`config.mk`:
```
export PLATFORM = sky130hd
export DESIGN_NAME = rtc_seq_top
export DESIGN_NICKNAME = d
export VERILOG_FILES = /design/src/rtl/rtc_seq_pkg.sv /design/src/rtl/rtc_tick_edge.sv /design/src/rtl/rtc_shreg.sv /design/src/rtl/rtc_seq_top.sv
export SDC_FILE = /design/constraint.sdc
export NUM_CORES = 1
export LEC_CHECK = 0
export ABC_AREA = 1
export BUFFER_PORTS_ARGS = -buffer_cell sky130_fd_sc_hd__buf_2
export CELL_PAD_IN_SITES_DETAIL_PLACEMENT = 0
export CELL_PAD_IN_SITES_GLOBAL_PLACEMENT = 2
export CORE_UTILIZATION = 29
export DETAILED_ROUTE_END_ITERATION = 7
export GPL_TIMING_DRIVEN = 1
export MAX_ROUTING_LAYER = met4
export PLACE_DENSITY_LB_ADDON = 0.1
export REMOVE_ABC_BUFFERS = 1
export SKIP_LAST_GASP = 1
export SYNTH_ARGS = -nofsm -noshare
export SYNTH_HDL_FRONTEND = slang
export SYNTH_SLANG_ARGS = --single-unit
```
`constraint.sdc`:
```
create_clock -name clk -period 2.01 [get_ports clk]
set_input_delay 0.201 -clock clk [delete_from_list [all_inputs] [get_ports clk]]
set_output_delay 0.201 -clock clk [all_outputs]
set_load 0.005 [all_outputs]
```
`src/rtl/rtc_seq_pkg.sv`:
```
package rtc_seq_pkg;

   typedef enum logic [2:0] {
      ST_IDLE,
      ST_CSET,
      ST_CSTB,
      ST_CREL,
      ST_LO,
      ST_HI
   } seq_st_t;

   localparam logic [2:0] CODE_SHIFT = 3'b001;
   localparam logic [2:0] CODE_TSET  = 3'b010;
   localparam logic [2:0] CODE_TREAD = 3'b011;

   // Each sequence has three steps; one of them is the serial shift.
   function automatic logic step_is_cmd(input logic rd, input logic [1:0] s);
      return rd ? (s != 2'd2) : (s != 2'd1);
   endfunction

   function automatic logic [2:0] step_code(input logic rd, input logic [1:0] s);
      if (rd) return (s == 2'd0) ? CODE_TREAD : CODE_SHIFT;
      return (s == 2'd0) ? CODE_SHIFT : CODE_TSET;
   endfunction

endpackage

```
`src/rtl/rtc_tick_edge.sv`:
```
module rtc_tick_edge #(
   parameter int STAGES = 2
) (
   input  logic clk,
   input  logic rst_n,
   input  logic tp_in,
   output logic tick
);
   generate
      if (STAGES < 2) begin : g_bad_stages
         $error("rtc_tick_edge: STAGES must be at least 2");
      end
   endgenerate

   logic [STAGES-1:0] sync_q;
   logic              last_q;
   logic              tick_q;

   always_ff @(posedge clk or negedge rst_n) begin
      if (!rst_n) begin
         sync_q <= '0;
         last_q <= 1'b0;
         tick_q <= 1'b0;
      end else begin
         sync_q <= {sync_q[STAGES-2:0], tp_in};
         last_q <= sync_q[STAGES-1];
         tick_q <= sync_q[STAGES-1] & ~last_q;
      end
   end

   assign tick = tick_q;

   assert_tick_single_R9: assert property (@(posedge clk) disable iff (!rst_n)
      tick_q |=> !tick_q);
endmodule

```
`src/rtl/rtc_shreg.sv`:
```
module rtc_shreg #(
   parameter int WIDTH     = 40,
   parameter bit LSB_FIRST = 1'b1
) (
   input  logic             clk,
   input  logic             rst_n,
   input  logic             load,
   input  logic [WIDTH-1:0] load_val,
   input  logic             sample,
   input  logic             shift,
   input  logic             ser_in,
   output logic             ser_out,
   output logic [WIDTH-1:0] par_out
);
   generate
      if (WIDTH < 2) begin : g_bad_width
         $error("rtc_shreg: WIDTH must be at least 2");
      end
   endgenerate

   logic [WIDTH-1:0] q;
   logic             samp_q;

   always_ff @(posedge clk or negedge rst_n) begin
      if (!rst_n) samp_q <= 1'b0;
      else if (sample) samp_q <= ser_in;
   end

   generate
      if (LSB_FIRST) begin : g_lsb
         always_ff @(posedge clk or negedge rst_n) begin
            if (!rst_n) q <= '0;
            else if (load) q <= load_val;
            else if (shift) q <= {samp_q, q[WIDTH-1:1]};
         end
         assign ser_out = q[0];
      end else begin : g_msb
         always_ff @(posedge clk or negedge rst_n) begin
            if (!rst_n) q <= '0;
            else if (load) q <= load_val;
            else if (shift) q <= {q[WIDTH-2:0], samp_q};
         end
         assign ser_out = q[WIDTH-1];
      end
   endgenerate

   assign par_out = q;
endmodule

```
`src/rtl/rtc_seq_top.sv`:
```
module rtc_seq_top
   import rtc_seq_pkg::*;
#(
   parameter int WORD_W      = 40,
   parameter int STB_HI      = 4,
   parameter int HALF        = 3,
   parameter int SYNC_STAGES = 2,
   parameter bit LSB_FIRST   = 1'b1
) (
   input  logic              clk,
   input  logic              rst_n,
   input  logic              set_req,
   input  logic              read_req,
   input  logic [WORD_W-1:0] set_word,
   output logic              busy,
   output logic              rd_valid,
   output logic [WORD_W-1:0] rd_word,
   output logic [2:0]        cmd_code,
   output logic              cmd_stb,
   output logic              sclk,
   output logic              sdat_out,
   input  logic              sdat_in,
   input  logic              tp_in,
   output logic              scan_tick
);
   localparam int MAXC  = (STB_HI > HALF) ? STB_HI : HALF;
   localparam int CNT_W = $clog2(MAXC + 1);
   localparam int BIT_W = $clog2(WORD_W + 1);
   localparam logic [CNT_W-1:0] STB_LAST  = CNT_W'(STB_HI - 1);
   localparam logic [CNT_W-1:0] HALF_LAST = CNT_W'(HALF - 1);
   localparam logic [BIT_W-1:0] BIT_LAST  = BIT_W'(WORD_W - 1);

   generate
      if (STB_HI < 1) begin : g_bad_stb
         $error("rtc_seq_top: STB_HI must be at least 1");
      end
      if (HALF < 1) begin : g_bad_half
         $error("rtc_seq_top: HALF must be at least 1");
      end
   endgenerate

   seq_st_t          st_q;
   logic [CNT_W-1:0] cnt_q;
   logic [BIT_W-1:0] bit_q;
   logic [1:0]       step_q;
   logic             op_rd_q;
   logic [2:0]       code_q;
   logic             rdv_q;

   logic       idle, req, step_done, seq_end, enter;
   logic       nx_rd, nx_cmd, load_en, sample_en, shift_en;
   logic [1:0] nx_step;
   logic [2:0] nx_code;

   always_comb begin
      idle      = (st_q == ST_IDLE);
      req       = set_req | read_req;
      step_done = (st_q == ST_CREL) ||
                  (st_q == ST_HI && cnt_q == HALF_LAST && bit_q == BIT_LAST);
      seq_end   = step_done && (step_q == 2'd2);
      nx_rd     = idle ? ~set_req : op_rd_q;
      nx_step   = idle ? 2'd0 : step_q + 2'd1;
      enter     = (idle && req) || (step_done && !seq_end);
      nx_cmd    = step_is_cmd(nx_rd, nx_step);
      nx_code   = step_code(nx_rd, nx_step);
      load_en   = idle && set_req;
      sample_en = (st_q == ST_LO) && (cnt_q == HALF_LAST);
      shift_en  = (st_q == ST_HI) && (cnt_q == HALF_LAST);
   end

   always_ff @(posedge clk or negedge rst_n) begin
      if (!rst_n) begin
         st_q    <= ST_IDLE;
         cnt_q   <= '0;
         bit_q   <= '0;
         step_q  <= 2'd0;
         op_rd_q <= 1'b0;
         code_q  <= 3'b000;
         rdv_q   <= 1'b0;
      end else begin
         rdv_q <= 1'b0;
         case (st_q)
            ST_CSET: begin
               st_q  <= ST_CSTB;
               cnt_q <= '0;
            end
            ST_CSTB: begin
               if (cnt_q == STB_LAST) begin
                  st_q  <= ST_CREL;
                  cnt_q <= '0;
               end else cnt_q <= cnt_q + 1'b1;
            end
            ST_LO: begin
               if (cnt_q == HALF_LAST) begin
                  st_q  <= ST_HI;
                  cnt_q <= '0;
               end else cnt_q <= cnt_q + 1'b1;
            end
            ST_HI: begin
               if (cnt_q == HALF_LAST) begin
                  st_q  <= ST_LO;
                  cnt_q <= '0;
                  bit_q <= bit_q + 1'b1;
               end else cnt_q <= cnt_q + 1'b1;
            end
            default: ;
         endcase
         if (enter) begin
            st_q    <= nx_cmd ? ST_CSET : ST_LO;
            cnt_q   <= '0;
            bit_q   <= '0;
            step_q  <= nx_step;
            op_rd_q <= nx_rd;
            if (nx_cmd) code_q <= nx_code;
         end
         if (seq_end) begin
            st_q  <= ST_IDLE;
            rdv_q <= op_rd_q;
         end
      end
   end

   rtc_shreg #(.WIDTH(WORD_W), .LSB_FIRST(LSB_FIRST)) u_shreg (
      .clk      (clk),
      .rst_n    (rst_n),
      .load     (load_en),
      .load_val (set_word),
      .sample   (sample_en),
      .shift    (shift_en),
      .ser_in   (sdat_in),
      .ser_out  (sdat_out),
      .par_out  (rd_word)
   );

   rtc_tick_edge #(.STAGES(SYNC_STAGES)) u_tick (
      .clk   (clk),
      .rst_n (rst_n),
      .tp_in (tp_in),
      .tick  (scan_tick)
   );

   assign busy     = ~idle;
   assign cmd_stb  = (st_q == ST_CSTB);
   assign sclk     = (st_q == ST_HI);
   assign cmd_code = code_q;
   assign rd_valid = rdv_q;

   assert_code_stable_R2: assert property (@(posedge clk) disable iff (!rst_n)
      cmd_stb |-> $stable(cmd_code));
   assert_data_hold_R5: assert property (@(posedge clk) disable iff (!rst_n)
      sclk |-> $stable(sdat_out));
   assert_pins_in_busy_R6: assert property (@(posedge clk) disable iff (!rst_n)
      (cmd_stb || sclk) |-> busy);
   assert_no_overlap_R10: assert property (@(posedge clk) disable iff (!rst_n)
      !(cmd_stb && sclk));
   assert_rdvalid_idle_R4: assert property (@(posedge clk) disable iff (!rst_n)
      rd_valid |-> !busy);
   assert_busy_request_R7: assert property (@(posedge clk) disable iff (!rst_n)
      (busy && !seq_end) |=> busy);
endmodule

```
# Word level (Yosys, flattened, before mapping)
# Index checks and enable logic that the tools add are counted.
# totals
reg_bits,64
latch_bits,0
ramBits,0
romBits,0
in_bits,46
memories,0
# classes
addsub,3
n_mul,0
div_mod_pow,0
magnitude_cmp,0
n_eq_ne,14
n_shift,0
muxes,25
bitwise,5
n_reduce_logical,21
# ops
operator,n
$mux 40,2
$mux 3,11
$mux 6,3
$eq 3x2->1 const B,4
$pmux 3 s4,1
$pmux 3 s3,1
$ne 4x1->1 const B,2
$logic_and 1x1->1,7
$add 6x1->6 const B,1
$eq 3x3->1 const B,2
$eq 6x6->1 const B,1
$mux 2,3
$reduce_bool 2->1,3
$reduce_bool 6->1,1
$mux 1,4
$ne 4x3->1 const B,1
$reduce_and 2->1,2
$reduce_and 4->1,1
$reduce_bool 4->1,1
$add 3x1->3 const B,1
$eq 3x1->1 const B,1
$logic_not 3->1,1
$not 1->1,3
$add 2x1->2 const B,1
other kinds (9),10

# Depth between registers and ports, before layout
# Gate-level depths: netlist (run 1).
# depth
ltp_word,10
ltp_mapped,12
ltp_nobuf,12

# Cells and area by module
# Synthesis (run 1) repeated with hierarchy kept, for this count alone.
# unflattened
hier_cells,385
hier_area_um2,3185.6
# by_module_without_submodules
mod,instances,cells_per_inst,area_each_um2,seq_area_each_um2
rtc_shreg,1,225,1904.3,1026.0
rtc_seq_top,1,154,1171.1,450.4
rtc_tick_edge,1,6,110.1,100.1

# Worst setup path before layout (run 1)
# Ideal clock, no wire load.
# synth_timing
path_kind,register to register
startpoint,register st_q[2]
endpoint,"register code_q[1], in the netlist cmd_code[1]"
arrival_time_ns,1.495
setup_slack_ns,0.438
path_stages_with_launch,11
period_less_slack_ns,1.572
cell_sequence,dfrtp_1 > inv_1 > nand2_4 > inv_4 > nand2_4 > buf_6 > inv_1 > a21oi_1 > inv_1 > ha_1 > o21ai_1
# synth_between
elab_chain_len,9
elab_cells_between_ends,23
# synth_rtl
item,line,text
from (decl),rtc_seq_top.sv:42,seq_st_t st_q;
from (signal assigned),rtc_seq_top.sv:109,st_q <= nx_cmd ? ST_CSET : ST_LO;
$eq 3x3->1,rtc_seq_top.sv:59,(st_q == ST_HI && cnt_q == HALF_LAST && bit_q == BIT_LAST);
$logic_and 1x1->1 (2 in a row),rtc_seq_top.sv:59,
$logic_or 1x1->1,rtc_seq_top.sv:58,step_done = (st_q == ST_CREL) ||
$logic_and 1x1->1,rtc_seq_top.sv:60,seq_end = step_done && (step_q == 2'd2);
$logic_not 1->1,rtc_seq_top.sv:63,enter = (idle && req) || (step_done && !seq_end);
$logic_and 1x1->1,rtc_seq_top.sv:63,
$logic_or 1x1->1,rtc_seq_top.sv:63,
$reduce_and 2->1 (no source line),n/a,
to (signal assigned),rtc_seq_top.sv:114,if (nx_cmd) code_q <= nx_code;
to (decl),rtc_seq_top.sv:47,logic [2:0] code_q;
# Several ways; a longest one is shown, not always the timed one. The select of a mux whose other input is x is not followed.
# A chain may end at the register's enable or synchronous reset.

# Final worst setup path (run 1)
# layout_timing
startpoint,register cnt_q[0]
endpoint,"register u_shreg.q[33], in the netlist u_shreg.par_out[33]"
# layout_between
elab_chain_len,3
# layout_rtl
item,line,text
from (decl),rtc_seq_top.sv:43,logic [CNT_W-1:0] cnt_q;
from (signal assigned),rtc_seq_top.sv:91,end else cnt_q <= cnt_q + 1'b1;
from (signal assigned),rtc_seq_top.sv:97,end else cnt_q <= cnt_q + 1'b1;
from (signal assigned),rtc_seq_top.sv:104,end else cnt_q <= cnt_q + 1'b1;
$eq 3x2->1,rtc_seq_top.sv:68,shift_en = (st_q == ST_HI) && (cnt_q == HALF_LAST);
$logic_and 1x1->1,rtc_seq_top.sv:68,
$reduce_bool 2->1 (no source line),n/a,
to (signal assigned),rtc_shreg.sv:33,else if (load) q <= load_val;
to (signal assigned),rtc_shreg.sv:34,"else if (shift) q <= {samp_q, q[WIDTH-1:1]};"
to (decl),rtc_shreg.sv:21,logic [WIDTH-1:0] q;
# Every way passes these cells.

==> results of run 1 <==
==> power groups by stage <==
stage          registers (W)   logic [W]  clock network [W]
2_1_floorplan        0.00131  0.00000871                  0
3_3_place_gp         0.00131   0.0000973                  0
3_5_place_dp         0.00131   0.0000984                  0
4_1_cts              0.00128    0.000101            0.00100
5_1_grt              0.00129    0.000112            0.00105
6_report             0.00129   0.0000967           0.000951
==> metal layers <==
| metal | vias up | share of wire | track usage |
|---|---|---|---|
| met2 | 87 | 0.45 | 0.2350 |
| met3 | 9 | 0.050 | 0.03040 |
| met1 | 1259 | 0.49 | 0.2181 |
| met4 | 0 | 0.014 | 0.06360 |
| li1 | 1416 | - | - |
| met5 | - | 0 | - |
==> flip-flops by register name, indices dropped and copies added (netlist names) <==
signal,cells
u_shreg.samp_q,1
bit_q,6
u_tick.tick,1
u_shreg.par_out,40
u_tick.last_q,1
op_rd_q,1
rd_valid,1
u_tick.sync_q,2
st_q,3
step_q,2
cmd_code,2
cnt_q,3
==> synth_stat cells <==
cell      count
a21oi_1       6
and2_1        1
inv_1        63
o211ai_1      1
buf_2         5
buf_6         8
nand2_2       6
conb_1        1
clkbuf_2      2
nor2_2        1
a31oi_1       1
o21ai_0      68
a21oi_4       1
nor2_4        1
nand3_1      13
nor4_1        1
nor2_1       15
inv_2         3
clkbuf_1      2
nand2_1      42
o22ai_1       1
xor2_1        3
inv_4         1
buf_4         2
nand2_4       4
nor3_1        3
o21ai_1      52
ha_1          7
dfrtp_1      63
nand3_2       1
o21ai_4       1
nand4_1       1
==> cell type report <==
class,count,area [um2]
tap,136,170.2
clock buffer,14,152.6
sequential,63,1577
clock inverter,1,5.005
fill,1120,6556
timing repair buffer,103,570.5
inverter,67,254.0
multi-input combinational,231,1224
==> placed cells by master, fill, tap and decap left out, types with 4 or more instances in the layout <==
cell type / count
inv_1: 63
ha_1: 7
nor2_1: 15
nand2_4: 4
a21oi_1: 6
o21ai_1: 52
clkbuf_8: 10
buf_4: 6
buf_2: 93
clkbuf_1: 4
o21ai_0: 68
nand2_1: 42
dfrtp_1: 63
nand3_1: 13
nand2_2: 6
==> path summary, 6_finish.rpt <==
| check | start | endpoint | slack, ps |
|---|---|---|---|
| worst max-delay path | cnt_q[0] | u_shreg.par_out[33] | 360 |
| worst min-delay path | sdat_in | u_shreg.samp_q | 80 |
| worst max register to register | cnt_q[0] | u_shreg.par_out[33] | 360 |
| worst min register to register | u_tick.sync_q[0] | u_tick.sync_q[1] | 360 |
| max in group asynchronous | rst_n | u_shreg.par_out[38] | 1320 |
| min in group asynchronous | rst_n | u_shreg.par_out[20] | 420 |
==> per-stage QoR <==
step           setup WS (ps)  std cells    util  power, W
5_1_grt                165.6        615  0.3761  0.002451
3_3_place_gp           390.8        598  0.3592  0.001406
2_1_floorplan          112.5        361       -  0.001318
6_report               357.1        615  0.3761  0.002333
4_1_cts                309.2        615  0.3761  0.002385
3_5_place_dp           346.6        598  0.3592  0.001407
==> worst max-delay path, stage by stage (launching register included) <==
cell and delay [ps]:
dfrtp_1 390, inv_1 90, ha_1 150, nand2_1 110, nor2_4 160, inv_2 70, nand2_2 220, buf_12 220
o21ai_0 100
==> cells by family (layout without fill, tap and decap cells) <==
kind of cell,count (synthesis),count (layout),share of synthesized area
and+or+nand+nor,89,89,0.1321
DFF,63,63,0.4924
adders and majority gates,7,7,0.02735
xor gates and xnor gates,3,3,0.008208
other,1,1,0.001171
AOI/OAI and AO/OA,131,131,0.2134
buffers and inverters,86,185,0.1254
==> metrics.log, run 1 <==
INFO  metric timing.critical_path.to_type = flop
INFO  metric ios = 95
INFO  metric grt.overflow.total = 0
INFO  metric combinationalPowerShare = 0.041
INFO  metric setup.worst_path.class = flop to flop
INFO  metric cts_inserted_buffers = 9
INFO  metric route.detailed.vias_per_inst = 4.506
INFO  metric synth_largest_area_cell = dfrtp_1
INFO  metric hold-worst-slack = approximately 80 ps
INFO  metric synthesis.yosys.warnings = 0
INFO  metric violation_count_after_the_first_detailed_routing_iteration = approximately 150
INFO  metric synth.area.top_cells = dfrtp_1, o21ai_0, o21ai_1
INFO  metric switching_component_of_the_power = around 0.00053 W
INFO  metric clock_tree_from_tritoncts = built
INFO  metric instance_count_along_the_most_critical_hold_path = 3
INFO  metric fin_tns_setup = 0 ps
INFO  metric synth.avg_cell_area = approximately 8.4 um2
INFO  metric power.internal = 0.001801 W
INFO  metric cts.sink_count = 63
INFO  metric clock_latency = 340 ps
INFO  metric max-cap-violations = 0
INFO  metric ys_types = 32
INFO  metric clock_power_share = 0.408
INFO  metric drive_above_1_share = 0.2735
INFO  metric syn_inst = 380
INFO  metric syn_to_final_growth = 23.45%
INFO  metric grt_setup_unrepaired = false
INFO  metric ir_drop_worst_vdd = approximately 260 uV
INFO  metric die_area = 0.01147 mm2
INFO  metric postCtsSetupBuffers = 0
INFO  metric dp_hpwl = 5.744 mm
INFO  metric placement.io_buffers = between 90 and 100
INFO  metric setup_viol_count_final = 0
INFO  metric synth_seq_area_share = 0.4924
INFO  metric fin_crit = about 1700 ps
INFO  metric yosys_register_bits = 63
INFO  metric design.final.nets = ~530
INFO  metric avgRoutedWirePerCell = around 14 um
INFO  metric fmax = approximately 600 MHz
INFO  metric num_antenna_cells = 0
INFO  metric cp-start-kind = flop
INFO  metric clock_path_buffers = 2
INFO  metric detailedRoute.firstPassIterationCount = 5
INFO  metric path_clk_slew = about 70 ps
INFO  metric post-route-drc-count = 0
INFO  metric ctsResizeCount = 0
INFO  metric finalHoldViolCount = 0
INFO  metric power_switching_share = 0.2278
INFO  metric hold_path_class = input port to flop
INFO  metric dr_total_vias = 2771
INFO  metric antenna_found_initial = 0
INFO  metric worstRegToRegCells = 8
INFO  metric grt_first_pass_wirelength = ~14 mm
INFO  metric synth_largest_type_area_fraction = 0.4924
INFO  metric cts_max_level = 3
INFO  metric dpl-instance-area = around 0.0038 mm2
INFO  metric grt_start_max_net_pins = 64
INFO  metric cts.root.buffer_cell = clkbuf_8
INFO  metric die-width = between 100 and 150 um
INFO  metric result_of_the_run = complete, no violations
INFO  metric core-area = ~0.011 mm2
INFO  metric post_synth_instance_area = ~0.0032 mm2
INFO  metric timing.critical_path.required = 2220 ps
INFO  metric grt_usage = 0.1604
INFO  metric areal_power_density_over_the_cells = 590.1 mW/mm2
INFO  metric final_area = a little under 0.004 mm2
INFO  metric drv_slew = 0
INFO  metric power_leakage = between 2 and 2.5 nW
INFO  metric layout_worst_path_cycle_share = 0.8223
INFO  metric seq_power_share = 0.551
INFO  metric wl = roughly 8.3 mm
INFO  metric fin_skew = a little under 9 ps
INFO  metric critical_path_arrival = about 1900 ps
INFO  metric die_h = 107.1 um
INFO  metric finalWeightedCongestion = approximately 0.72
INFO  metric grt_pass1_vias = between 2000 and 3000
INFO  metric placementRows = 37
INFO  metric holdBufCountCts = 2
INFO  metric final_antenna_net_count = 0
INFO  metric critPathMaxFanout = 27
INFO  metric initial_core_util = 0.3047
(Power assumes the default switching activity.)
==> run 2, diff against run 1 <==
ABC_AREA = 0   (was 1)
CORE_UTILIZATION = 31   (was 29)
clock period = 1.7 ns   (was 2.01 ns; I/O delays follow)
==> run 2 against run 1 <==
Area after synthesis decreased by 2.7%. Clock skew down 0.90 ps. First-iteration DRC count down 49%. Critical path depth did not move. Via count is 11% lower. Largest power group is now combinational cells. Critical endpoint is now cnt_q[0]. Die area is 8.8% lower. Sequential power rose by 100%. Maximum frequency down 2.1%. Wire length shrank 12%. Critical path type unchanged.
==> metrics.log, run 2 <==
INFO  metric result_of_the_run = complete, no violations (unchanged)
INFO  metric cp-endpoint = cnt_q[0] (was u_shreg.par_out[33])
INFO  metric cts_inserted_buffers = 9 (unchanged)
INFO  metric ys_types = 39 (was 32)
INFO  metric grt.overflow.total = 0 (unchanged)
INFO  metric worstReg2RegStart = cnt_q[0] (unchanged)
INFO  metric finalWeightedCongestion = 0.7116 (was 0.7220)
INFO  metric post_synth_instance_area = 0.003115 mm2 (was 0.003202 mm2)
INFO  metric grt_pass1_vias = 2352 (was 2754)
INFO  metric ys_dominant_reg_cell = dfrtp_1 (unchanged)
INFO  metric finalHoldViolCount = 0 (unchanged)
INFO  metric timing.critical_path.to_type = flop (unchanged)
INFO  metric synth_seq_area_share = 0.5060 (was 0.4924)
INFO  metric clock_path_buffers = 2 (unchanged)
INFO  metric initial_core_util = 0.3187 (was 0.3047)
INFO  metric worst_path_max_delay_cell = dfrtp_1 (unchanged)
INFO  metric critical_path_arrival = 1920 ps (was 1860 ps)
INFO  metric grt_setup_unrepaired = true (was false)
INFO  metric timing.critical_path.required = 1930 ps (was 2220 ps)
INFO  metric die-width = 102.3 um (was 107.1 um)
INFO  metric hold_path_class = input port to flop (unchanged)
INFO  metric slack_of_the_worst_reg_to_reg_path = 10 ps (was 360 ps)
INFO  metric finish.cell_count_without_fillers = 551 (was 615)
INFO  metric clock_latency = 340 ps (about the same)
INFO  metric final_area = 0.004164 mm2 (was 0.003953 mm2)
INFO  metric async_reset_ff_frac = 1.000 (unchanged)
INFO  metric synth_largest_type_area_fraction = 0.5060 (was 0.4924)
INFO  metric max-cap-violations = 0 (unchanged)
INFO  metric critPathBufInv = 3 (unchanged)
INFO  metric grtUsageMet3 = 0.04378 (was 0.03040)
INFO  metric setup.worst_path.class = flop to flop (unchanged)
INFO  metric synth.avg_cell_area = 10.38 um2 (was 8.426 um2)
INFO  metric cp-start-kind = flop (unchanged)
INFO  metric grt_start_max_net_pins = 64 (unchanged)
INFO  metric power_leakage = 1.882 nW (was 2.035 nW)
INFO  metric syn_inst = 300 (was 380)
INFO  metric wl = 7.332 mm (was 8.340 mm)
INFO  metric placementRows = 36 (was 37)
INFO  metric fin_util = 0.4260 (was 0.3761)
INFO  metric ir_drop_worst_vdd = 484.8 uV (was 264.2 uV)
INFO  metric clock_tree_from_tritoncts = built (unchanged)
INFO  metric critPathMaxFanout = 7 (was 27)
INFO  metric worst_setup_path_startpoint = cnt_q[0] (unchanged)
INFO  metric post-route-drc-count = 0 (unchanged)
INFO  metric mostFrequentLayoutCells = buf_2, dfrtp_1, nand2_1, mux2i_1, o21ai_0 (was buf_2, o21ai_0, inv_1, dfrtp_1, o21ai_1)
INFO  metric core-area = 0.009774 mm2 (was 0.01051 mm2)
INFO  metric met1_usage = 0.2095 (was 0.2181)
INFO  metric antenna_found_initial = 0 (unchanged)
INFO  metric final_common_cell = buf_2 (unchanged)
INFO  metric die_area = 0.01046 mm2 (was 0.01147 mm2)
INFO  metric die_h = 102.3 um (was 107.1 um)
INFO  metric synthesis.yosys.warnings = 0 (unchanged)
INFO  metric dpl-instance-area = 0.003821 mm2 (was 0.003775 mm2)
INFO  metric cp_num_cells = 8 (unchanged)
INFO  metric ys_top_cells_by_count = dfrtp_1, nand2_1, mux2i_1, o21ai_0, nor2_1 (was o21ai_0, dfrtp_1, inv_1, o21ai_1, nand2_1)
INFO  metric detailedRoute.firstPassIterationCount = 4 (was 5)
INFO  metric fin_skew = 7.872 ps (was 8.775 ps)
INFO  metric cts_max_level = 3 (unchanged)
INFO  metric design.final.nets = 466 (was 528)
INFO  metric areal_power_density_over_the_cells = 1629 mW/mm2 (was 590.1 mW/mm2)
INFO  metric worstRegToRegCells = 8 (unchanged)
INFO  metric synth-edff-count = 0 (unchanged)
INFO  metric avgRoutedWirePerCell = 13.31 um (was 13.56 um)
INFO  metric cts.sink_count = 63 (unchanged)
INFO  metric dp_hpwl = 4.926 mm (was 5.744 mm)
INFO  metric synth.area.top_cells = dfrtp_1, mux2i_1, nand2_1 (was dfrtp_1, o21ai_0, o21ai_1)
INFO  metric drv_slew = 0 (unchanged)
INFO  metric crit_path_max_incr_delay = 390 ps (about the same)
INFO  metric fin_tns_setup = 0 ps (unchanged)
INFO  metric r2r_end = cnt_q[0] (was u_shreg.par_out[33])
INFO  metric grt.met2_usage = 0.2039 (was 0.2350)
INFO  metric ios = 95 (unchanged)
INFO  metric synthMostInstantiatedCell = dfrtp_1 (was o21ai_0)
INFO  metric num_antenna_cells = 0 (unchanged)
INFO  metric place.detailed.instances = 527 (was 598)
INFO  metric layout_worst_path_cycle_share = 0.9930 (was 0.8223)
INFO  metric drive_above_1_share = 0.3780 (was 0.2735)
INFO  metric placement.io_buffers = 93 (unchanged)
INFO  metric route.detailed.vias_per_inst = 4.463 (was 4.506)
INFO  metric largest_register_ff_count = 40 (unchanged)
INFO  metric synth_largest_area_cell = dfrtp_1 (unchanged)
INFO  metric path_cells = inv_2, ha_4, and2b_2, nand4_4, o32ai_4, buf_4, buf_8, nor3_2 (was inv_1, ha_1, nand2_1, nor2_4, inv_2, nand2_2, buf_12, o21ai_0)
INFO  metric final_antenna_net_count = 0 (unchanged)
INFO  metric grt_usage = 0.1525 (was 0.1604)
INFO  metric final.fill_count = 996 (was 1120)
INFO  metric dr_total_vias = 2459 (was 2771)
INFO  metric fmax = 592.4 MHz (was 605.0 MHz)
INFO  metric path_clk_slew = 70 ps (about the same)
INFO  metric yosys_register_bits = 63 (unchanged)
INFO  metric violation_count_after_the_first_detailed_routing_iteration = 74 (was 146)
INFO  metric fin_crit = 1688 ps (was 1653 ps)
INFO  metric grt_first_pass_wirelength = 11.65 mm (was 13.77 mm)
INFO  metric critical_path.top_delay_family = flip-flops (was simple AND/OR/NAND/NOR gates)
INFO  metric instance_count_along_the_most_critical_hold_path = 3 (unchanged)
INFO  metric setup_viol_count_final = 0 (unchanged)
INFO  metric syn_to_final_growth = 33.65% (was 23.45%)
INFO  metric cts.root.buffer_cell = clkbuf_8 (unchanged)
INFO  metric gr-max-usage-layer = met1 (was met2)
[run 2: changes by cell type in the layout (fill, tap and decap cells not counted), sizes merged, moves of 3 or more]
cell   change
inv       -57
nand2      -3
o21ai     -76
nand3     -11
buf       +19
mux2i     +43
[run 2: cell families (layout without fill, tap and decap cells)]
group                    Yosys count  after routing  synth area share
AND/OR/NAND/NOR                   89             89            0.1325
flip-flops                        63             63            0.5060
AO/OA/AOI/OAI                     60             60            0.1096
multiplexers                      44             44            0.1418
buffers and inverters             30            148           0.06385
adder cells (fa/ha/maj)            7              7           0.02811
XOR/XNOR                           6              6           0.01687
other                              1              1          0.001204
[run 2: what timing repair did]
item	in CTS	in global routing
endpoints found under the setup margin	0	53
hold endpoints to repair	64	0
hold buffers	2	0
buffers inserted	0	6
gates resized for setup	0	25
[run 2: layer usage]
metal,part of all wire,wire [um]
met5,0,0
met4,0.018,133
met3,0.063,465
met2,0.43,3167
met1,0.49,3565
[run 2: report_power, final]
| group | total (W) | leakage, nW | internal [W] | switching, W |
|---|---|---|---|---|
| combinational | 0.00274 | 1.00 | 0.00144 | 0.00130 |
| sequential | 0.00263 | 0.777 | 0.00213 | 0.000505 |
| clock | 0.00141 | 0.104 | 0.000823 | 0.000587 |
[run 2: final cells by class]
| class | count | area (um2) | share of cell area |
|---|---|---|---|
| clock inverter | 4 | 70.07 | 0.01683 |
| clock buffer | 12 | 135.1 | 0.03245 |
| tap | 133 | 166.4 | 0.03996 |
| multi-input combinational | 207 | 1400 | 0.3362 |
| inverter | 10 | 37.54 | 0.009014 |
| sequential | 63 | 1577 | 0.3786 |
| timing repair buffer | 122 | 778.2 | 0.1869 |
[run 2: worst min path at each step]
stage | start | end | slack, ps
after detailed placement | rst_n | u_tick.last_q | 220
after global placement | rst_n | u_tick.tick | 220
after CTS | set_word[25] | u_shreg.par_out[25] | 20
after global routing | set_word[11] | u_shreg.par_out[11] | 20
after floorplan | rst_n | bit_q[0] | -130
final | set_word[38] | u_shreg.par_out[38] | 30
[run 2: through the flow]
step	hold WS (ps)	total power [W]	worst slack, ps
floorplan	-125.6	0.003937	-1241
global placement	222.3	0.005182	45.58
detailed placement	215.9	0.005202	23.10
CTS	16.17	0.006649	5.779
global route	24.29	0.007357	-76.52
finish	25.97	0.006781	11.93
[run 2: worst register-to-register path, delay by kind of cell (launching register included)]
kind / cells / cell delay (ps)
buf+inv: 3 / 390
simple gates: 3 / 350
flops: 1 / 390
fa+ha+maj: 1 / 110
compound gates: 1 / 350
